--- src/rtl/hwfc_pkg.sv ---
package hwfc_pkg;

    typedef enum logic {
        RTS_OFF,
        RTS_ON
    } rts_state_e;

    typedef enum logic [1:0] {
        TX_RUN,
        TX_DRAIN,
        TX_HOLD
    } tx_state_e;

    // Receive interrupt threshold per select code
    function automatic int unsigned trig_level(input logic [1:0] sel);
        unique case (sel)
            2'd0:    return 8;
            2'd1:    return 16;
            2'd2:    return 24;
            default: return 28;
        endcase
    endfunction

    // RTS goes off at the next level up (top level saturates)
    function automatic int unsigned halt_level(input logic [1:0] sel);
        unique case (sel)
            2'd0:    return 16;
            2'd1:    return 24;
            default: return 28;
        endcase
    endfunction

    // RTS comes back once fill drains to this level
    function automatic int unsigned resume_level(input logic [1:0] sel);
        unique case (sel)
            2'd0:    return 0;
            2'd1:    return 7;
            2'd2:    return 15;
            default: return 23;
        endcase
    endfunction

endpackage

--- src/rtl/hwfc_sync.sv ---
module hwfc_sync #(
    parameter int STAGES = 2
) (
    input  logic clk,
    input  logic rst_n,
    input  logic d,
    output logic q,
    output logic chg
);
    logic [STAGES-1:0] chain;
    logic              prev;

    always_ff @(posedge clk or negedge rst_n) begin
        if (!rst_n) begin
            chain <= '0;
            prev  <= 1'b0;
        end else begin
            for (int i = STAGES - 1; i > 0; i--) begin
                chain[i] <= chain[i-1];
            end
            chain[0] <= d;
            prev     <= chain[STAGES-1];
        end
    end

    assign q   = chain[STAGES-1];
    assign chg = chain[STAGES-1] ^ prev;
endmodule

--- src/rtl/hwfc_rts_fsm.sv ---
module hwfc_rts_fsm
    import hwfc_pkg::*;
#(
    parameter int FILL_W = 6
) (
    input  logic              clk,
    input  logic              rst_n,
    input  logic              en,
    input  logic [FILL_W-1:0] fill,
    input  logic [1:0]        sel,
    output logic              rts_n
);
    rts_state_e state, state_nx;
    logic       at_halt, at_resume;

    assign at_halt   = 32'(fill) >= halt_level(sel);
    assign at_resume = 32'(fill) <= resume_level(sel);

    always_ff @(posedge clk or negedge rst_n) begin
        if (!rst_n) state <= RTS_OFF;
        else        state <= state_nx;
    end

    always_comb begin
        state_nx = state;
        unique case (state)
            RTS_OFF: if (en && at_resume)  state_nx = RTS_ON;
            RTS_ON:  if (!en || at_halt)   state_nx = RTS_OFF;
            default:                       state_nx = RTS_OFF;
        endcase
    end

    always_comb begin
        rts_n = (state != RTS_ON);
    end
endmodule

--- src/rtl/hwfc_tx_gate.sv ---
module hwfc_tx_gate
    import hwfc_pkg::*;
(
    input  logic clk,
    input  logic rst_n,
    input  logic en,
    input  logic cts_stop,
    input  logic stop_done,
    output logic pause
);
    tx_state_e state, state_nx;
    logic      hold_req;

    assign hold_req = en && cts_stop;

    always_ff @(posedge clk or negedge rst_n) begin
        if (!rst_n) state <= TX_RUN;
        else        state <= state_nx;
    end

    always_comb begin
        state_nx = state;
        unique case (state)
            TX_RUN: begin
                if (hold_req) state_nx = stop_done ? TX_HOLD : TX_DRAIN;
            end
            TX_DRAIN: begin
                if (!hold_req)      state_nx = TX_RUN;
                else if (stop_done) state_nx = TX_HOLD;
            end
            TX_HOLD: begin
                if (!hold_req) state_nx = TX_RUN;
            end
            default: state_nx = TX_RUN;
        endcase
    end

    always_comb begin
        pause = (state == TX_HOLD);
    end
endmodule

--- src/rtl/hw_flow_ctrl.sv ---
module hw_flow_ctrl
    import hwfc_pkg::*;
#(
    parameter int FILL_W      = 6,
    parameter int SYNC_STAGES = 2
) (
    input  logic              clk,
    input  logic              rst_n,
    input  logic [FILL_W-1:0] rx_fill,
    input  logic [1:0]        trig_sel,
    input  logic              rts_auto_en,
    input  logic              cts_auto_en,
    input  logic              cts_in,
    input  logic              cts_irq_en,
    input  logic              cts_flag_clr,
    input  logic              tx_stop_done,
    output logic              rts_n,
    output logic              tx_pause,
    output logic              rx_trig_irq,
    output logic              cts_chg_flag
);
    logic cts_s;
    logic cts_chg;

    hwfc_sync #(.STAGES(SYNC_STAGES)) u_sync (
        .clk  (clk),
        .rst_n(rst_n),
        .d    (cts_in),
        .q    (cts_s),
        .chg  (cts_chg)
    );

    hwfc_rts_fsm #(.FILL_W(FILL_W)) u_rts (
        .clk  (clk),
        .rst_n(rst_n),
        .en   (rts_auto_en),
        .fill (rx_fill),
        .sel  (trig_sel),
        .rts_n(rts_n)
    );

    hwfc_tx_gate u_tx (
        .clk      (clk),
        .rst_n    (rst_n),
        .en       (cts_auto_en),
        .cts_stop (cts_s),
        .stop_done(tx_stop_done),
        .pause    (tx_pause)
    );

    always_ff @(posedge clk or negedge rst_n) begin
        if (!rst_n) begin
            rx_trig_irq  <= 1'b0;
            cts_chg_flag <= 1'b0;
        end else begin
            rx_trig_irq <= 32'(rx_fill) >= trig_level(trig_sel);
            if (cts_chg && cts_irq_en) cts_chg_flag <= 1'b1;
            else if (cts_flag_clr)     cts_chg_flag <= 1'b0;
        end
    end
endmodule

--- config.mk ---
export PLATFORM = sky130hd
export DESIGN_NAME = hw_flow_ctrl
export DESIGN_NICKNAME = d
export VERILOG_FILES = /design/src/rtl/hwfc_pkg.sv /design/src/rtl/hwfc_sync.sv /design/src/rtl/hwfc_rts_fsm.sv /design/src/rtl/hwfc_tx_gate.sv /design/src/rtl/hw_flow_ctrl.sv
export SDC_FILE = /design/constraint.sdc
export NUM_CORES = 1
export LEC_CHECK = 0
export CORE_AREA = 4 4 41 43
export CTS_BUF_LIST = sky130_fd_sc_hd__clkbuf_4
export DETAILED_ROUTE_END_ITERATION = 16
export DIE_AREA = 0 0 45 47
export PLACE_DENSITY_LB_ADDON = 0.15
export SYNTH_ARGS = -nofsm -noshare
export SYNTH_HDL_FRONTEND = slang
export SYNTH_HIERARCHICAL = 1
export SYNTH_SLANG_ARGS = --single-unit
--- constraint.sdc ---
create_clock -name clk -period 1.7 [get_ports clk]
set_clock_uncertainty 0.2 [all_clocks]
set_input_delay 0.34 -clock clk [delete_from_list [all_inputs] [get_ports clk]]
set_output_delay 0.34 -clock clk [all_outputs]
set_load 0.02 [all_outputs]
==> flow_metrics.env, run 1 <==
export IMPL_status="completed"
export IMPL_crit_path_end_kind="register"
export IMPL_cts_buffer_depth=2
export IMPL_drive_gt1_share_pct=21.18
export IMPL_max_cap_viol_count=0
export IMPL_achievable_frequency_mhz=613.1
export IMPL_core_area_um2=1301
export IMPL_synth_top_family_by_area="simple AND/OR/NAND/NOR gates"
export IMPL_dp_hpwl_um=1089
export IMPL_hold_class="register to register"
export IMPL_synthCells=54
export IMPL_via_per_inst=5.180
export IMPL_worstMarginPinSlew_ns=0.3547
export IMPL_io_buffers=19
export IMPL_synth_mux_area_share_pct=0
export IMPL_antenna_found_initial=0
export IMPL_synth_area_per_cell_um2=9.940
export IMPL_synth_fa_ha_area_share_pct=18.65
export IMPL_grt_max_degree=9
export IMPL_grtUsageTotal_pct=13.80
export IMPL_cp_slowest_stage_delay_ns=0.48
export IMPL_crit_type="input pin to register"
export IMPL_path_cells="clkdlybuf4s50_1 > ha_1 > buf_4 > nor4_1 > a211oi_2"
export IMPL_overflow=0
export IMPL_min_to="u_sync/chain[1]$_DFF_PN0_"
export IMPL_grt_pass1_vias=518
export IMPL_hold_viol=0
export IMPL_die_w_um=45
export IMPL_vias=518
export IMPL_setup_viol=0
export IMPL_reg2reg_to="u_tx/state[1]$_DFFE_PN0P_"
export IMPL_hold_depth=0
export IMPL_path_max_fanout=3
export IMPL_ys_ff_latch=8
export IMPL_die_area_um2=2115
export IMPL_drc=0
export IMPL_ant_nets=0
export IMPL_drt_total_wl_um=1228
export IMPL_h_tree_depth=1
export IMPL_reg2reg_slack_ns=0.65
export IMPL_fp_dieH_um=47
export IMPL_fin_setup_tns_ns=0
export IMPL_cts_sinks=8
export IMPL_final_cell_mix="clkdlybuf4s50_1, buf_4, ha_1, dfrtp_1"
export IMPL_yosysSeqAreaShare_pct=37.30
export IMPL_intPower_uw=366.7
export IMPL_ys_types=29
export IMPL_fill_cells=122
export IMPL_initial_utilization_pct=41.25
export IMPL_cts_tree="done"
export IMPL_syn_nets=78
export IMPL_power_frac_clock_pct=27.2
export IMPL_cts_setup_buffers=0
export IMPL_critPathRequiredTime_ns=1.61
export IMPL_finalCriticalPeriod_ns=1.631
export IMPL_dpl_worst_slack_ns=-0.6373
export IMPL_diodes=0
export IMPL_pwr_share_comb_pct=30.3
export IMPL_place_area_um2=822.0
export IMPL_start_kind="input pin"
export IMPL_timing_final_ws_setup_ns=0.06900
export IMPL_p_sw_share_pct=25.83
export IMPL_rsz0062_at_grt="no"
export IMPL_yosys_area_share_simple_pct=25.87
export IMPL_drt_iter0_drc=0
export IMPL_ioPinCount=20
export IMPL_netlist_area_um2=536.8
export IMPL_power_ir_vdd_worst_uv=249.8
export IMPL_final_area_um2=849.6
export IMPL_p_seq_share_pct=42.5
export IMPL_path_delay_family="buffers and inverters"
export IMPL_instances_no_fill=100
export IMPL_fp_row_count=13
export IMPL_cts_hold_buffers=0
export IMPL_syn2layout_area_growth_pct=58.28
export IMPL_synth_compound_area_share_pct=13.05
export IMPL_total_power_uw=494.4
export IMPL_drt_pass1_iterations=1
export IMPL_drv_slew=0
export IMPL_cp_arrival_ns=1.54
export IMPL_root_buffer="clkbuf_4"
export IMPL_clk_latency_ns=0.24
export IMPL_wire_per_inst_um=12.28
export IMPL_crit_buf_inv=2
export IMPL_switchingPower_uw=127.7
export IMPL_power_density_nw_per_um2=582.0
export IMPL_ys_warn_count=6
export IMPL_grt_pass1_wl_um=2049
export IMPL_cts_buffers=3
export IMPL_max_slew_margin_pct=76.14
export IMPL_r2r_worst_path_cells=2
export IMPL_cpMaxStageDelayCell="clkdlybuf4s50_1"
export IMPL_placed_cells_incl_taps=97
export IMPL_gp_congestion=0.8269
export IMPL_synth_xor_area_share_pct=1.632
export IMPL_r2r_start="u_tx/state[1]$_DFFE_PN0P_"
export IMPL_leakage_uw=0.0004278
export IMPL_fin_crit_sh_pct=95.94
export IMPL_hold_start="u_sync/chain[0]$_DFF_PN0_"
export IMPL_clk_pin_slew_ns=0.05
export IMPL_fin_nets=111
-- worst max path at each step --
stage          cells after the start                     to                 startpoint  slack, ns
6_report                           5  rx_trig_irq$_DFF_PN0_                 rx_fill[4]       0.07
3_3_place_gp                       7  u_rts/state$_DFF_PN0_                trig_sel[0]      -0.55
2_1_floorplan                      6  u_rts/state$_DFF_PN0_                trig_sel[1]       0.01
3_5_place_dp                       7  u_rts/state$_DFF_PN0_                trig_sel[1]      -0.64
5_1_grt                            2               tx_pause  u_tx/state[0]$_DFFE_PN0P_     0.0007
4_1_cts                            6  u_rts/state$_DFF_PN0_                 rx_fill[3]      -0.08
-- logic make-up after synthesis --
kind of cell | after synthesis
compound gates | 10
xor+xnor | 1
fa+ha+maj | 8
buf+inv | 5
flops | 8
simple gates | 22
-- synthesized netlist by cell type, drive strengths merged --
cell | number | area share, %
a211oi | 1 | 2.3
a21oi | 2 | 1.9
a31oi | 1 | 1.2
and2 | 1 | 1.2
and2b | 2 | 2.8
and4bb | 1 | 2.3
clkbuf | 1 | 0.70
dfrtp | 8 | 37
ha | 8 | 19
inv | 4 | 2.8
nand2 | 4 | 2.8
nand2b | 1 | 1.2
nand3b | 1 | 1.4
nand4 | 1 | 1.2
nor2 | 2 | 1.9
nor2b | 2 | 2.3
nor3 | 2 | 1.9
nor4 | 1 | 1.2
nor4b | 1 | 1.6
o211ai | 1 | 1.4
o21ai | 3 | 2.8
o21ba | 1 | 1.9
o311ai | 1 | 1.6
or2 | 1 | 1.2
or3b | 1 | 1.6
or4 | 1 | 1.4
xor2 | 1 | 1.6
-- worst reg2reg max path, stage by stage, from the launching register on --
cell and delay (ns):
dfrtp_1 0.38, and2b_1 0.17, o21ba_1 0.19
-- power by group through the flow --
stage | Clock (uW) | Combinational (uW) | Sequential [uW]
after floorplan | 0 | 55.4 | 220
after global placement | 0 | 154 | 212
after CTS | 144 | 152 | 210
final | 134 | 150 | 210
after global routing | 152 | 169 | 211
after detailed placement | 0 | 159 | 213
-- per-stage QoR --
step / utilization, % / hold slack, ns
after floorplan: - / -0.1556
after global placement: 63.17 / 0.1454
after detailed placement: 63.17 / 0.1405
after CTS: 64.62 / 0.1515
after global routing: 65.29 / 0.1528
final: 65.29 / 0.1486
-- final cells by class --
cell class | instances | area [um2] | share of cell area, %
clock buffers | 3 | 22.52 | 2.651
inverters | 4 | 15.01 | 1.767
multi-input cells | 41 | 330.3 | 38.88
flip-flops and latches | 8 | 200.2 | 23.56
well taps | 15 | 18.77 | 2.209
repair buffers | 29 | 262.8 | 30.93
-- routing by layer --
layer  up-vias  routed length, um  track usage [%]
met3         2                 90            2.299
met2        15                651            26.55
met5         -                  0                0
met4         0                 19            11.11
li1        262                  -                -
met1       239                467            12.62
-- timing repair --
action	in CTS	in global routing
pin swaps	2	8
gates resized for setup	10	9
setup endpoints to repair	6	3
-- flip-flops by register name (all words and copies together) (netlist names) --
| signal | cells |
|---|---|
| u_rts/state | 1 |
| u_tx/state | 2 |
| u_sync/chain | 2 |
| u_sync/prev | 1 |
| rx_trig_irq | 1 |
| cts_chg_flag | 1 |
No activity file was read; power rests on OpenSTA's default activity.
==> run 2, diff against run 1 <==
--- a/config.mk
+++ b/config.mk
@@ -5,6 +5,7 @@
 export SDC_FILE = /design/constraint.sdc
 export NUM_CORES = 1
 export LEC_CHECK = 0
+export ABC_AREA = 1
 export CORE_AREA = 4 4 41 43
 export CTS_BUF_LIST = sky130_fd_sc_hd__clkbuf_4
 export DETAILED_ROUTE_END_ITERATION = 16
==> flow_metrics.env, run 2 <==
export IMPL_yosysTopAreaCell="dfrtp_1"
export IMPL_ioPinCount=20
export IMPL_cp_arrival_ns=1.60
export IMPL_synth_edf_count=0
export IMPL_power_frac_clock_pct=27.2
export IMPL_antenna_found_initial=0
export IMPL_die_area_um2=2115
export IMPL_drive_gt1_share_pct=18.70
export IMPL_netlist_area_um2=618.1
export IMPL_ys_flop_type="dfrtp_1"
export IMPL_clk_pin_slew_ns=0.05
export IMPL_ys_types=14
export IMPL_reg_top3="u_sync/chain (2), u_tx/state (2)"
export IMPL_fin_nets=149
export IMPL_switchingPower_uw=147.8
export IMPL_gp_congestion=0.7117
export IMPL_root_buffer="clkbuf_4"
export IMPL_drv_slew=0
export IMPL_fp_row_count=13
export IMPL_cts_tree="done"
export IMPL_cpMaxStageDelayCell="clkdlybuf4s50_1"
export IMPL_vias=607
export IMPL_syn_nets=118
export IMPL_fin_util_pct=71.63
export IMPL_clk_latency_ns=0.25
export IMPL_wire_per_inst_um=10.09
export IMPL_hold_viol=0
export IMPL_io_buffers=19
export IMPL_start_kind="input pin"
export IMPL_synthCells=94
export IMPL_ant_nets=0
export IMPL_finalCriticalPeriod_ns=1.631
export IMPL_core_area_um2=1301
export IMPL_achievable_frequency_mhz=613.3
export IMPL_overflow=0
export IMPL_dp_hpwl_um=1182
export IMPL_fp_dieH_um=47
export IMPL_syn2layout_area_growth_pct=50.81
export IMPL_multi_input_area_um2=350.3
export IMPL_final_seq_area_um2=200.2
export IMPL_crit_path_end_kind="register"
export IMPL_fin_crit_sh_pct=95.91
export IMPL_drc=0
export IMPL_synthArstFlopShare_pct=100.0
export IMPL_crit_type="input pin to register"
export IMPL_h_tree_depth=1
export IMPL_power_ir_vdd_worst_uv=442.3
export IMPL_grt_pass1_wl_um=2304
export IMPL_intPower_uw=366.0
export IMPL_max_slew_margin_pct=76.84
export IMPL_p_seq_share_pct=40.6
export IMPL_drt_total_wl_um=1392
export IMPL_cts_buffers=3
export IMPL_path_cells="clkdlybuf4s50_1 > ha_1 > nand2_1 > nor2_1 > nand2_1 > o21ai_1 > inv_1 > a21oi_1"
export IMPL_final_cell_mix="nand2_1, inv_1, clkdlybuf4s50_1"
export IMPL_cts_buffer_depth=2
export IMPL_worstMarginPinSlew_ns=0.3463
export IMPL_initial_utilization_pct=47.50
export IMPL_ys_ff_latch=8
export IMPL_setup_viol=0
export IMPL_highest_signal_layer="met3"
export IMPL_cts_sinks=8
export IMPL_pwr_share_comb_pct=32.2
export IMPL_wl_met1_um=633
export IMPL_ys_warn_count=6
export IMPL_drt_pass1_iterations=4
export IMPL_crit_top_cell="nand2_1"
export IMPL_yosysSeqAreaShare_pct=32.39
export IMPL_drt_iter0_drc=12
export IMPL_status="completed"
export IMPL_diodes=0
export IMPL_cp_slowest_stage_delay_ns=0.43
export IMPL_hold_ws_ns=0.1572
export IMPL_leakage_uw=0.0005366
export IMPL_cts_setup_buffers=0
export IMPL_max_cap_viol_count=0
export IMPL_synthTopCellsByCount="nand2_1, inv_1, nor2_1, dfrtp_1, ha_1"
export IMPL_power_density_nw_per_um2=551.2
export IMPL_via_per_inst=4.399
export IMPL_grt_pass1_vias=578
export IMPL_synth_area_per_cell_um2=6.575
export IMPL_met3_length_um=62
export IMPL_grt_max_degree=9
export IMPL_grtUsageTotal_pct=15.16
export IMPL_critPathRequiredTime_ns=1.67
export IMPL_die_w_um=45
export IMPL_path_max_fanout=2
export IMPL_yosysTopAreaCellShare_pct=32.39
export IMPL_p_sw_share_pct=28.76
export IMPL_final_common_cell="nand2_1"
export IMPL_yosysMostFrequentCell="nand2_1"
export IMPL_hold_class="input pin to async pin"
export IMPL_cts_hold_buffers=0
export IMPL_wl_met2_um=696
export IMPL_synth_area_leaders="dfrtp_1, nand2_1, ha_1, inv_1, nor2_1"
export IMPL_fill_cells=111
run 2: metal layers:
| metal | up-vias | GRT usage, % |
|---|---|---|
| li1 | 337 | - |
| met2 | 11 | 25.99 |
| met5 | - | 0 |
| met1 | 259 | 18.50 |
| met4 | 0 | 3.509 |
| met3 | 0 | 4.981 |
run 2: layout make-up:
type	count	share of cell area, %
Timing Repair Buffer	27	26.04
Sequential cell	8	21.48
Tap cell	15	2.013
Inverter	26	10.47
Clock buffer	3	2.416
Multi-Input combinational cell	59	37.58
run 2: stage by stage:
step                      std cells  worst slack (ns)  cell area (um2)  power, uW  setup TNS, ns
after floorplan                  94            0.2036            618.1      286.3              0
after global placement          135           -0.3724            883.3      369.8        -0.6381
after detailed placement        135           -0.3860            883.3      376.1        -0.7447
after CTS                       138           0.01988            898.4      512.4              0
after global routing            138          -0.04736            932.1      557.0       -0.04736
final                           138           0.06945            932.1      513.8              0
run 2: path summary, 6_finish.rpt:
kind	slack (ns)	endpoint	start	cells after the start
min	0.16	cts_chg_flag$_DFFE_PN0P_	rst_n	1
max reg2reg	0.72	u_rts/state$_DFF_PN0_	u_rts/state$_DFF_PN0_	5
min in group clk	0.16	u_sync/chain[1]$_DFF_PN0_	u_sync/chain[0]$_DFF_PN0_	0
max	0.07	u_rts/state$_DFF_PN0_	rx_fill[4]	8
min reg2reg	0.16	u_sync/chain[1]$_DFF_PN0_	u_sync/chain[0]$_DFF_PN0_	0
max in group asynchronous	0.88	u_tx/state[0]$_DFFE_PN0P_	rst_n	1
run 2: worst max-delay path, delay by kind of cell:
kind / cells / cell delay (ns)
AO/OA/AOI/OAI: 2 / 0.24
adder cells (fa/ha/maj): 1 / 0.32
buffers and inverters: 2 / 0.48
AND/OR/NAND/NOR: 3 / 0.22
run 2: repair_timing:
action                                  4_1_cts  5_1_grt
hold endpoints to repair                      0        0
resized for setup                             6       10
pin swaps                                     0        2
endpoints found under the setup margin        6        1
run 2: power by group through the flow:
stage / registers (uW) / clock network (uW) / logic, uW
finish: 208 / 140 / 166
global route: 210 / 157 / 190
CTS: 209 / 145 / 159
detailed placement: 212 / 0 / 164
global placement: 211 / 0 / 158
floorplan: 217 / 0 / 69.8
run 2: logic make-up (layout without fill, tap and decap cells):
kind of cell,Yosys count,after routing,share of synthesized area (%)
AOI/OAI and AO/OA,6,6,4.857
DFF,8,8,32.39
adders and majority gates,8,8,16.19
and+or+nand+nor,45,45,30.16
buffers and inverters,27,56,16.40
==> run 3, diff against run 2 <==
--- a/config.mk
+++ b/config.mk
@@ -6,12 +6,11 @@
 export NUM_CORES = 1
 export LEC_CHECK = 0
 export ABC_AREA = 1
-export CORE_AREA = 4 4 41 43
+export CORE_MARGIN = 4
+export CORE_UTILIZATION = 41
 export CTS_BUF_LIST = sky130_fd_sc_hd__clkbuf_4
 export DETAILED_ROUTE_END_ITERATION = 16
-export DIE_AREA = 0 0 45 47
-export PLACE_DENSITY_LB_ADDON = 0.15
+export PLACE_DENSITY = 0.76
 export SYNTH_ARGS = -nofsm -noshare
 export SYNTH_HDL_FRONTEND = slang
-export SYNTH_HIERARCHICAL = 1
 export SYNTH_SLANG_ARGS = --single-unit
==> constraint.sdc (replaced) <==
create_clock -name clk -period 1.5 [get_ports clk]
set_clock_uncertainty 0.2 [all_clocks]
set_input_delay 0.3 -clock clk [delete_from_list [all_inputs] [get_ports clk]]
set_output_delay 0.3 -clock clk [all_outputs]
set_load 0.02 [all_outputs]
==> flow_metrics.env, run 3 <==
export IMPL_ys_types=19
export IMPL_achievable_frequency_mhz=698.3
export IMPL_h_tree_depth=1
export IMPL_fill_cells=125
export IMPL_finalCriticalPeriod_ns=1.432
export IMPL_wire_per_inst_um=10.22
export IMPL_cp_slowest_stage_delay_ns=0.37
export IMPL_setup_viol=0
export IMPL_synth_area_per_cell_um2=7.349
export IMPL_fp_dieH_um=45.63
export IMPL_die_w_um=45.63
export IMPL_core_area_um2=1318
export IMPL_clk_pin_slew_ns=0.05
export IMPL_r2r_start="u_sync.chain[1]$_DFF_PN0_"
export IMPL_max_cap_viol_count=0
export IMPL_yosysTopAreaCellShare_pct=34.48
export IMPL_rsz0062_at_grt="no"
export IMPL_path_max_fanout=2
export IMPL_reg_top3="u_sync.chain (2), u_tx.state (2)"
export IMPL_ys_ff_latch=8
export IMPL_root_buffer="clkbuf_4"
export IMPL_grt_pass1_vias=557
export IMPL_yosysTopAreaCell="dfrtp_1"
export IMPL_synth_edf_count=0
export IMPL_cts_buffer_depth=2
export IMPL_io_buffers=19
export IMPL_fin_crit_sh_pct=95.47
export IMPL_synthArstFlopShare_pct=100.0
export IMPL_cts_setup_buffers=0
export IMPL_synthTopCellsByCount="nand2_1, nor2_1, inv_1, dfrtp_1, ha_1"
export IMPL_reg2reg_slack_ns=0.35
export IMPL_overflow=0
export IMPL_vias=578
export IMPL_cpMaxStageDelayCell="dfrtp_1"
export IMPL_r2r_worst_path_cells=3
export IMPL_path_cells="dlygate4sd2_1"
export IMPL_clk_latency_ns=0.25
export IMPL_syn_nets=103
export IMPL_reg2reg_to="cts_chg_flag$_DFFE_PN0P_"
export IMPL_via_per_inst=4.777
export IMPL_initial_utilization_pct=44.06
export IMPL_final_area_um2=859.6
export IMPL_cp_arrival_ns=0.93
export IMPL_syn2layout_area_growth_pct=48.06
export IMPL_max_slew_margin_pct=77.63
export IMPL_worstMarginPinSlew_ns=0.3345
export IMPL_hold_viol=0
export IMPL_crit_buf_inv=1
export IMPL_yosysSeqAreaShare_pct=34.48
export IMPL_power_density_nw_per_um2=660.0
export IMPL_grt_max_degree=9
export IMPL_ys_warn_count=0
export IMPL_ys_flop_type="dfrtp_1"
export IMPL_crit_type="register to primary output"
export IMPL_synthCells=79
export IMPL_drc=0
export IMPL_antenna_found_initial=0
export IMPL_grtUsageTotal_pct=13.26
export IMPL_placed_cells_incl_taps=118
export IMPL_drive_gt1_share_pct=24.53
export IMPL_place_area_um2=830.8
export IMPL_status="completed"
export IMPL_fin_nets=132
export IMPL_die_area_um2=2082
export IMPL_leakage_uw=0.0004388
export IMPL_drt_pass1_iterations=2
export IMPL_ant_nets=0
export IMPL_synth_area_leaders="dfrtp_1, ha_1, nand2_1, nor2_1, inv_1"
export IMPL_cts_hold_buffers=0
export IMPL_critPathRequiredTime_ns=1.00
export IMPL_dp_hpwl_um=1038
export IMPL_diodes=0
export IMPL_drt_iter0_drc=6
export IMPL_grt_pass1_wl_um=1945
export IMPL_crit_path_end_kind="primary output"
export IMPL_instances_no_fill=121
export IMPL_path_delay_family="flip-flops"
export IMPL_ioPinCount=20
export IMPL_final_cell_mix="nand2_1, nor2_1, clkdlybuf4s50_1"
export IMPL_final_common_cell="nand2_1"
export IMPL_power_ir_vdd_worst_uv=251.0
export IMPL_drt_total_wl_um=1237
export IMPL_drv_slew=0
export IMPL_cts_sinks=8
export IMPL_fp_row_count=13
export IMPL_yosysMostFrequentCell="nand2_1"
export IMPL_netlist_area_um2=580.6
export IMPL_cts_buffers=3
export IMPL_cts_tree="done"
export IMPL_gp_congestion=0.8271
export IMPL_fin_util_pct=65.24
export IMPL_start_kind="register"
export IMPL_hold_class="input pin to async pin"
## run 3: changes by cell type after synthesis, sizes merged
cell,before,now
inv,26,12
nand2,30,21
nand3,1,5
a211oi,0,1
a21boi,0,1
a21oi,2,1
nor2,13,14
nor3,0,1
o21ai,4,3
o21bai,0,1
or2,0,1
## run 3: per-layer routing
layer  share of wire, %  routed length, um  vias to the layer above  track usage, %
met4                1.4                 17                        0           14.04
met1                 37                454                      252           12.65
met5                  0                  0                        -               0
met2                 55                675                       18           22.84
li1                   -                  -                      306               -
met3                7.2                 89                        2           1.976
## run 3: final cells by class
type	instances	area (um2)	area share, %
Multi-Input combinational cell	58	364.1	42.36
Timing Repair Buffer	25	209.0	24.31
Sequential cell	8	200.2	23.29
Inverter	12	45.04	5.240
Clock buffer	3	22.52	2.620
Tap cell	15	18.77	2.183
## run 3: report_power, final
part	leakage [uW]	internal, uW	switching [uW]
registers	0.0000978	231	6.34
logic	0.000327	88.8	88.7
clock network	0.0000138	90.8	61.9
total	0.000439	410	157
## run 3: repair_timing
action                                  CTS  global route
gates resized for setup                  15            10
endpoints found under the setup margin    6             4
hold endpoints to repair                  0             0
pin swaps                                 1             3
## run 3: per-stage QoR
stage | hold slack, ns | TNS (ns) | setup slack, ns | total power, uW
floorplan | -0.1956 | 0 | 0.1505 | 324.1
global placement | 0.1388 | -1.036 | -0.5155 | 418.0
detailed placement | 0.1650 | -1.073 | -0.5391 | 422.3
CTS | 0.1177 | 0 | 0.006731 | 576.7
global route | 0.1496 | 0 | 0.01693 | 608.1
finish | 0.1188 | 0 | 0.06791 | 567.3
## run 3: how the worst max path moves through the flow
stage	from	end	slack, ns	cells after the start
after detailed placement	trig_sel[1]	u_rts.state$_DFF_PN0_	-0.54	9
final	cts_chg_flag$_DFFE_PN0P_	cts_chg_flag	0.07	1
after global routing	rx_fill[1]	u_rts.state$_DFF_PN0_	0.02	7
after CTS	trig_sel[1]	rx_trig_irq$_DFF_PN0_	0.007	7
after global placement	trig_sel[1]	u_rts.state$_DFF_PN0_	-0.52	9
after floorplan	trig_sel[0]	u_rts.state$_DFF_PN0_	0.15	9
## run 3: kinds of logic after synthesis
group                    count (synthesis)  share of synthesized area (%)
AND/OR/NAND/NOR                         43                          31.90
buffers and inverters                   13                          8.404
adder cells (fa/ha/maj)                  8                          17.24
flip-flops                               8                          34.48
AO/OA/AOI/OAI                            7                          7.975
